--- src/rtl/trk_pkg.sv ---
package trk_pkg;
   typedef enum logic [1:0] {
      ACT_HOLD  = 2'b00,
      ACT_UP    = 2'b01,
      ACT_DOWN  = 2'b10,
      ACT_FAULT = 2'b11
   } trk_act_e;
endpackage

--- src/rtl/trk_sync.sv ---
module trk_sync #(
   parameter int STAGES = 2
) (
   input  logic clk,
   input  logic rst,
   input  logic d,
   output logic q
);
   generate
      if (STAGES == 0) begin : g_bypass
         assign q = d;
      end else begin : g_chain
         logic [STAGES:0] chain;
         assign chain[0] = d;
         for (genvar i = 0; i < STAGES; i++) begin : g_stage
            always_ff @(posedge clk) begin
               if (rst) chain[i+1] <= 1'b0;
               else     chain[i+1] <= chain[i];
            end
         end
         assign q = chain[STAGES];
      end
   endgenerate
endmodule

--- src/rtl/trk_decide.sv ---
module trk_decide
   import trk_pkg::*;
(
   input  logic     up_req,
   input  logic     dn_req,
   output trk_act_e act,
   output logic     ready
);
   always_comb begin
      unique case ({dn_req, up_req})
         2'b00:   act = ACT_HOLD;
         2'b01:   act = ACT_UP;
         2'b10:   act = ACT_DOWN;
         default: act = ACT_FAULT;
      endcase
   end
   assign ready = (act == ACT_HOLD);
endmodule

--- src/rtl/trk_counter.sv ---
module trk_counter
   import trk_pkg::*;
#(
   parameter int WIDTH = 12
) (
   input  logic             clk,
   input  logic             rst,
   input  trk_act_e         act,
   output logic [WIDTH-1:0] code,
   output logic             step_en
);
   localparam logic [WIDTH-1:0] CODE_MAX = {WIDTH{1'b1}};
   localparam logic [WIDTH-1:0] CODE_MID = {1'b1, {(WIDTH-1){1'b0}}};

   logic [WIDTH-1:0] code_q;

   assign step_en = ((act == ACT_UP)   && (code_q != CODE_MAX)) ||
                    ((act == ACT_DOWN) && (code_q != '0));

   always_ff @(posedge clk) begin
      if (rst)          code_q <= CODE_MID;
      else if (step_en) code_q <= (act == ACT_UP) ? code_q + 1'b1 : code_q - 1'b1;
   end

   assign code = code_q;


   step_size_chk: assert property (@(posedge clk) disable iff (rst)
      (code_q == $past(code_q)) || (code_q == $past(code_q) + 1'b1) ||
      (code_q == $past(code_q) - 1'b1));


   hold_chk: assert property (@(posedge clk) disable iff (rst)
      (act == ACT_HOLD) |=> $stable(code_q));


   fault_hold_chk: assert property (@(posedge clk) disable iff (rst)
      (act == ACT_FAULT) |=> $stable(code_q));


   sat_top_chk: assert property (@(posedge clk) disable iff (rst)
      (code_q == CODE_MAX && act == ACT_UP) |=> (code_q == CODE_MAX));


   sat_bottom_chk: assert property (@(posedge clk) disable iff (rst)
      (code_q == '0 && act == ACT_DOWN) |=> (code_q == '0));
endmodule

--- src/rtl/trk_flags.sv ---
module trk_flags (
   input  logic clk,
   input  logic rst,
   input  logic ready,
   input  logic step_en,
   input  logic read_ack,
   output logic new_data
);
   logic moved_q;
   logic new_q;

   always_ff @(posedge clk) begin
      if (rst) begin
         moved_q <= 1'b0;
         new_q   <= 1'b0;
      end else begin
         moved_q <= ready ? 1'b0 : (moved_q | step_en);
         new_q   <= (ready & moved_q) | (new_q & ~read_ack);
      end
   end

   assign new_data = new_q;


   rise_on_ready_chk: assert property (@(posedge clk) disable iff (rst)
      $rose(new_q) |-> $past(ready));


   set_wins_chk: assert property (@(posedge clk) disable iff (rst)
      (ready && moved_q && read_ack) |=> new_q);


   ack_clear_chk: assert property (@(posedge clk) disable iff (rst)
      (read_ack && !(ready && moved_q)) |=> !new_q);
endmodule

--- src/rtl/trk_adc_ctrl.sv ---
module trk_adc_ctrl
   import trk_pkg::*;
#(
   parameter int WIDTH       = 12,
   parameter int SYNC_STAGES = 2
) (
   input  logic             clk,
   input  logic             rst,
   input  logic             cmp_above,
   input  logic             cmp_below,
   input  logic             read_ack,
   output logic [WIDTH-1:0] code,
   output logic             data_ready,
   output logic             new_data
);
   generate
      if (WIDTH < 2 || WIDTH > 24) begin : g_bad_width
         $error("trk_adc_ctrl: WIDTH must lie in 2..24");
      end
      if (SYNC_STAGES < 0 || SYNC_STAGES > 4) begin : g_bad_sync
         $error("trk_adc_ctrl: SYNC_STAGES must lie in 0..4");
      end
   endgenerate

   logic     up_s;
   logic     dn_s;
   trk_act_e act;
   logic     ready;
   logic     step_en;

   trk_sync #(.STAGES(SYNC_STAGES)) u_sync_up (
      .clk(clk), .rst(rst), .d(cmp_above), .q(up_s));

   trk_sync #(.STAGES(SYNC_STAGES)) u_sync_dn (
      .clk(clk), .rst(rst), .d(cmp_below), .q(dn_s));

   trk_decide u_decide (
      .up_req(up_s), .dn_req(dn_s), .act(act), .ready(ready));

   trk_counter #(.WIDTH(WIDTH)) u_counter (
      .clk(clk), .rst(rst), .act(act), .code(code), .step_en(step_en));

   trk_flags u_flags (
      .clk(clk), .rst(rst), .ready(ready), .step_en(step_en),
      .read_ack(read_ack), .new_data(new_data));

   assign data_ready = ready;


   ready_freeze_chk: assert property (@(posedge clk) disable iff (rst)
      data_ready |=> $stable(code));
endmodule

--- config.mk ---
export PLATFORM = sky130hd
export DESIGN_NAME = trk_adc_ctrl
export DESIGN_NICKNAME = d
export VERILOG_FILES = /design/src/rtl/trk_pkg.sv /design/src/rtl/trk_sync.sv /design/src/rtl/trk_decide.sv /design/src/rtl/trk_counter.sv /design/src/rtl/trk_flags.sv /design/src/rtl/trk_adc_ctrl.sv
export SDC_FILE = /design/constraint.sdc
export NUM_CORES = 1
export LEC_CHECK = 0
export BUFFER_PORTS_ARGS = -buffer_cell sky130_fd_sc_hd__buf_4
export CORE_MARGIN = 3
export CORE_UTILIZATION = 35
export CTS_BUF_LIST = sky130_fd_sc_hd__clkbuf_4
export DETAILED_ROUTE_END_ITERATION = 7
export REMOVE_ABC_BUFFERS = 1
export SYNTH_ARGS = -nofsm -noshare
export SYNTH_HDL_FRONTEND = slang
export SYNTH_SLANG_ARGS = --single-unit
--- constraint.sdc ---
create_clock -name clk -period 2.71 [get_ports clk]
set_input_delay 0.1355 -clock clk [delete_from_list [all_inputs] [get_ports clk]]
set_output_delay 0.1355 -clock clk [all_outputs]
set_load 0.05 [all_outputs]
# Word-level counts from Yosys, hierarchy flattened
# Cells that the tools add are included.
# W data, S select, Z words.
[word_totals]
regBits = 18
word_cells = 28
[classes]
n_addsub = 2
n_eq_ne = 5
muxes = 2
n_bitwise = 5
n_reduce_logical = 7
[op_table]
columns = ["op", "count"]
rows = [
  ["$add A12 B1 Y12 const B", 1],
  ["$mux W12", 1],
  ["$ne A12 B12 Y1 const B", 1],
  ["$reduce_bool A12 Y1", 1],
  ["$sub A12 B1 Y12 const B", 1],
  ["$pmux W2 S3", 1],
  ["$eq A2 B1 Y1 const B", 2],
  ["$eq A2 B2 Y1 const B", 2],
  ["$logic_not A2 Y1", 2],
  ["$and A1 B1 Y1", 2],
  ["$logic_and A1 B1 Y1", 2],
  ["$or A1 B1 Y1", 2],
  ["$reduce_or A2 Y1", 1],
  ["$logic_or A1 B1 Y1", 1],
  ["$not A1 Y1", 1],
]

# Logic depth before layout (Yosys ltp)
[logic_depth]
ltp_word = 6
ltp_mapped = 8

# By module
# From an unflattened synthesis, not the netlist that was laid out.
[hier_totals]
hier_cells = 145
hier_area_um2 = 1241.2
[by_module_without_submodules]
columns = ["mod", "n_inst", "cells_each", "area_each_um2"]
rows = [
  ["trk_counter", 1, 127, 1057.3],
  ["trk_sync", 2, 4, 52.6],
  ["trk_flags", 1, 7, 67.6],
  ["trk_decide", 1, 3, 11.3],
]

# Worst setup path before layout
# OpenSTA, ideal clock, no wires.
[synth_timing]
kind = "flip-flop to flip-flop"
startpoint = "reg u_counter.code_q[1], in the netlist u_counter.code[1]"
endpoint = "reg u_counter.code_q[11], in the netlist u_counter.code[11]"
setup_ns = 0.072
arrival_ns = 2.368
t_required_ns = 2.638
setup_slack_ns = 0.270
stages_incl_launch_ff = 8
period_less_slack_ns = 2.440
cell_sequence = "dfxtp_1 -> ha_1 -> a211oi_2 -> o21ai_2 -> o2111a_1 -> o41a_1 -> mux2i_1 -> mux2i_1"
[synth_via]
elab_chain_len = 3
word_cells_on_any_way = 8
[synth_lines]
columns = ["item", "line", "text"]
rows = [
  ["start: declaration", "trk_counter.sv:15", "logic [WIDTH-1:0] code_q;"],
  ["start signal: assignment", "trk_counter.sv:22", "else if (step_en) code_q <= (act == ACT_UP) ? code_q + 1'b1 : code_q - 1'b1;"],
  ["branches (longest 3 deep; another with $sub A12 B1 Y12)", "n/a", ""],
]
# Several ways; the timed one is not identified.
# A chain may end at the register's enable or synchronous reset.

# Worst setup path after layout
[layout_timing]
startpoint = "reg u_sync_dn.g_chain.chain[2], in the netlist u_sync_dn.q"
endpoint = "reg u_counter.code_q[11], in the netlist u_counter.code[11]"
[layout_via]
elab_chain_len = 5
word_cells_on_any_way = 10
[layout_lines]
columns = ["item", "line", "text"]
rows = [
  ["start: declaration", "trk_sync.sv:13", "logic [STAGES:0] chain;"],
  ["start signal: indexed assignment", "trk_sync.sv:18", "else chain[i+1] <= chain[i];"],
  ["$eq A2 B2 Y1, or another cell as far along", "trk_decide.sv:10", "unique case ({dn_req, up_req})"],
  ["$pmux W2 S3 *", "trk_decide.sv:10", ""],
  ["$eq A2 B1 Y1 or $eq A2 B2 Y1 (tied branches)", "trk_counter.sv:17, trk_counter.sv:22, trk_counter.sv:18", ""],
  ["$logic_and A1 B1 Y1 (on tied branches)", "trk_counter.sv:17, trk_counter.sv:18", ""],
  ["$logic_or A1 B1 Y1", "trk_counter.sv:17", "assign step_en = ((act == ACT_UP) && (code_q != CODE_MAX)) ||"],
]
# Mark *: on every way between the ends. The rest lies on a longest branch, timed or not.

==> flow_metrics.py <==
metrics = {
    "clock_tree": {
        "numCtsBuffers": 3,
        "cts_buffer_depth": 2,
        "tritoncts": "built",
        "cts_setup_buffers": 0,
        "postCtsHoldBufs": 0,
        "cts_sinks": 18,
        "cts_root_buffer": "clkbuf_4",
        "clk_pin_slew_ns": 0.11,
        "htreeDepth": 1,
        "clk_latency_ns": 0.31,
        "cts.repair.resized": 0,
    },
    "placement": {
        "place_congestion": 0.8798,
        "dpl.cell_count": 182,
        "place_ws_ns": 0.2035,
        "hpwl_um": 1823,
        "portBuffers": 18,
    },
    "timing": {
        "hold_viol_final": 0,
        "skew_ns": 0.01022,
        "period_needed_ns": 2.530,
        "worst_slew_pin_slew_ns": 0.5489,
        "tns_ns": 0,
        "fin_crit_sh": 0.9337,
        "fmaxAchievable_mhz": 395.2,
        "slew_viol_final": 0,
        "grt_setup_unrepaired": "no",
        "setup_ws_ns": 0.1798,
        "slew_headroom": 0.6316,
        "setup_viol": 0,
    },
    "cells_and_area": {
        "fin_nets": 161,
        "instances_no_fill": 186,
        "final_util": 0.4598,
        "drive_above_1_share": 0.1875,
        "area_growth_pct": 19.57,
        "n_antenna_cell": 0,
        "fillers": 304,
        "multiInputGateArea_um2": 721.9,
        "mostFrequentLayoutCells": "20 x buf_4, 18 x dfxtp_1, 16 x nor2_1, 10 x ha_1",
        "layout_commonest_cell": "buf_4",
        "seq_area_um2": 360.3,
    },
    "power_and_ir_drop": {
        "leakage_nw": 0.5521,
        "peakVddDrop_mv": 0.2877,
        "powerDensity_nw_per_um2": 681.3,
    },
    "global_route": {
        "antenna_found_initial": 0,
        "grt_overflow_total": 0,
        "grt_pass1_vias": 986,
        "grt_pass1_wl_um": 4353,
        "use_met3": 0.01802,
        "busiest_layer": "met2",
        "gr-usage-all-layers": 0.1388,
        "grt_use_met1": 0.1659,
        "use_met2": 0.2352,
        "grt_max_degree": 22,
    },
    "setup_path": {
        "worstPathArrival_ns": 2.77,
        "worstSetupEndpointType": "flop",
        "path_cells": "nand2b_1, ha_1, a211oi_2, o21ai_2, o2111a_1, o41a_1, mux2i_1, mux2i_1",
        "rr_endpoint": "u_counter.code[11]",
        "r2r_slack_ns": 0.18,
        "cpMostUsedCell": "mux2i_1",
        "cp-start-kind": "flop",
        "r2r_cells": 8,
        "path_class": "reg2reg",
        "crit_required_ns": 2.95,
        "timing.rr.start": "u_sync_dn.q",
        "crit_fanout": 8,
        "slowest_delay_ns": 0.40,
        "crit_slowest_cell": "dfxtp_1",
    },
    "floorplan": {
        "num_io_pins": 19,
        "die_w_um": 62.22,
        "core_um2": 2877,
        "dieArea_um2": 3871,
        "start_util": 0.3845,
        "rows": 19,
        "chipHeight_um": 62.22,
    },
    "yosys": {
        "ys_types": 37,
        "yosysTopAreaCell": "dfxtp_1",
        "postSynthAreaPerCell_um2": 8.992,
        "synth-seq-area-share": 0.3258,
        "async_reset_ff_frac": 0,
        "synth_cells": 123,
        "yosysTopAreaCellShare": 0.3258,
        "synthTopCellsByArea": "dfxtp_1 33%, ha_1 11%, mux2i_1 7.2%",
        "ys_ff_latch": 18,
        "synth-edff-count": 0,
        "netlist_area_um2": 1106,
        "yosysWarningCount": 0,
        "synth_flop_cell": "dfxtp_1",
    },
    "worst_hold_path": {
        "whs_path_depth": 2,
        "hp-class": "in2reg",
        "min_from": "cmp_above",
        "hold_end": "u_sync_up.g_chain.chain[1]",
    },
    "detailed_routing": {
        "dr.pass1.iters": 4,
        "drc": 0,
        "vias_per_cell": 5.387,
        "routed_wl_um": 2495,
        "postRouteAntennaNets": 0,
        "via_count": 1002,
        "drtIter0Drc": 15,
        "wl_per_cell_um": 13.41,
    },
    "status": {
        "status": "finished, final reports clean",
    },
    "job": {
        "drv_cap": 0,
    },
}
[state kept, by name, summed over array words and instances, names as in the netlist]
| register | count |
|---|---|
| u_flags.moved_q | 1 |
| u_sync_up.q | 1 |
| u_sync_up.g_chain.chain | 1 |
| u_counter.code | 12 |
| u_sync_dn.q | 1 |
| u_sync_dn.g_chain.chain | 1 |
| u_flags.new_data | 1 |
[routing by layer]
layer	wire length (um)	share of wire	vias up
met4	71	0.028	0
met2	1182	0.47	16
met1	1186	0.48	477
met3	55	0.022	7
met5	0	0	-
li1	-	-	502
[cell usage after synthesis, drive strengths merged, types with 4 or more instances]
cell type  number
o21ai           5
mux2i           8
nor3            5
nor2b           6
ha             10
nor2           16
a21o            5
a211oi          4
a21oi           8
dfxtp          18
xnor2           4
[power by group]
part           switching [mW]  internal (mW)
logic                   0.247          0.176
registers              0.0377          0.292
clock network          0.0943         0.0538
total                   0.379          0.522
[cells by family (layout without fill, tap and decap cells)]
kind of cell / after synthesis / after routing / share of synthesized area
AND/OR/NAND/NOR: 41 / 41 / 0.1901
AO/OA/AOI/OAI: 32 / 32 / 0.2036
flip-flops: 18 / 18 / 0.3258
adder cells (fa/ha/maj): 11 / 11 / 0.1312
multiplexers: 8 / 8 / 0.07240
XOR/XNOR: 7 / 7 / 0.05543
buffers and inverters: 6 / 27 / 0.02148
[through the flow]
step	hold slack (ns)	power, mW	instance area, um2
2_1_floorplan	0.2046	0.6574	1094
3_3_place_gp	0.3455	0.7535	1296
3_5_place_dp	0.3541	0.7578	1296
4_1_cts	0.03054	0.9079	1323
5_1_grt	0.02641	0.9631	1323
6_report	0.03543	0.9010	1323
[worst max-delay path: cells and delay by family (launching register included)]
family                     cells  cell delay (ns)
AOI/OAI and AO/OA              4             1.03
DFF                            1             0.40
muxes                          2             0.37
and+or+nand+nor                1             0.33
adders and majority gates      1             0.33
[cell type report]
class                           count  share of cell area
Tap cell                           42             0.03974
Clock inverter                      1            0.002838
Timing Repair Buffer               20              0.1135
Multi-Input combinational cell     99              0.5459
Sequential cell                    18              0.2725
Inverter                            3            0.008515
Clock buffer                        3             0.01703
[worst max path at each step]
stage	start	slack [ns]	to
6_report	u_sync_dn.q	0.18	u_counter.code[11]
3_3_place_gp	u_sync_dn.q	0.28	u_counter.code[11]
2_1_floorplan	u_counter.code[1]	0.27	u_counter.code[11]
5_1_grt	u_sync_dn.q	0.01	u_counter.code[11]
4_1_cts	u_sync_dn.q	0.16	u_counter.code[11]
3_5_place_dp	u_sync_dn.q	0.20	u_counter.code[11]
(Power assumes the default switching activity.)
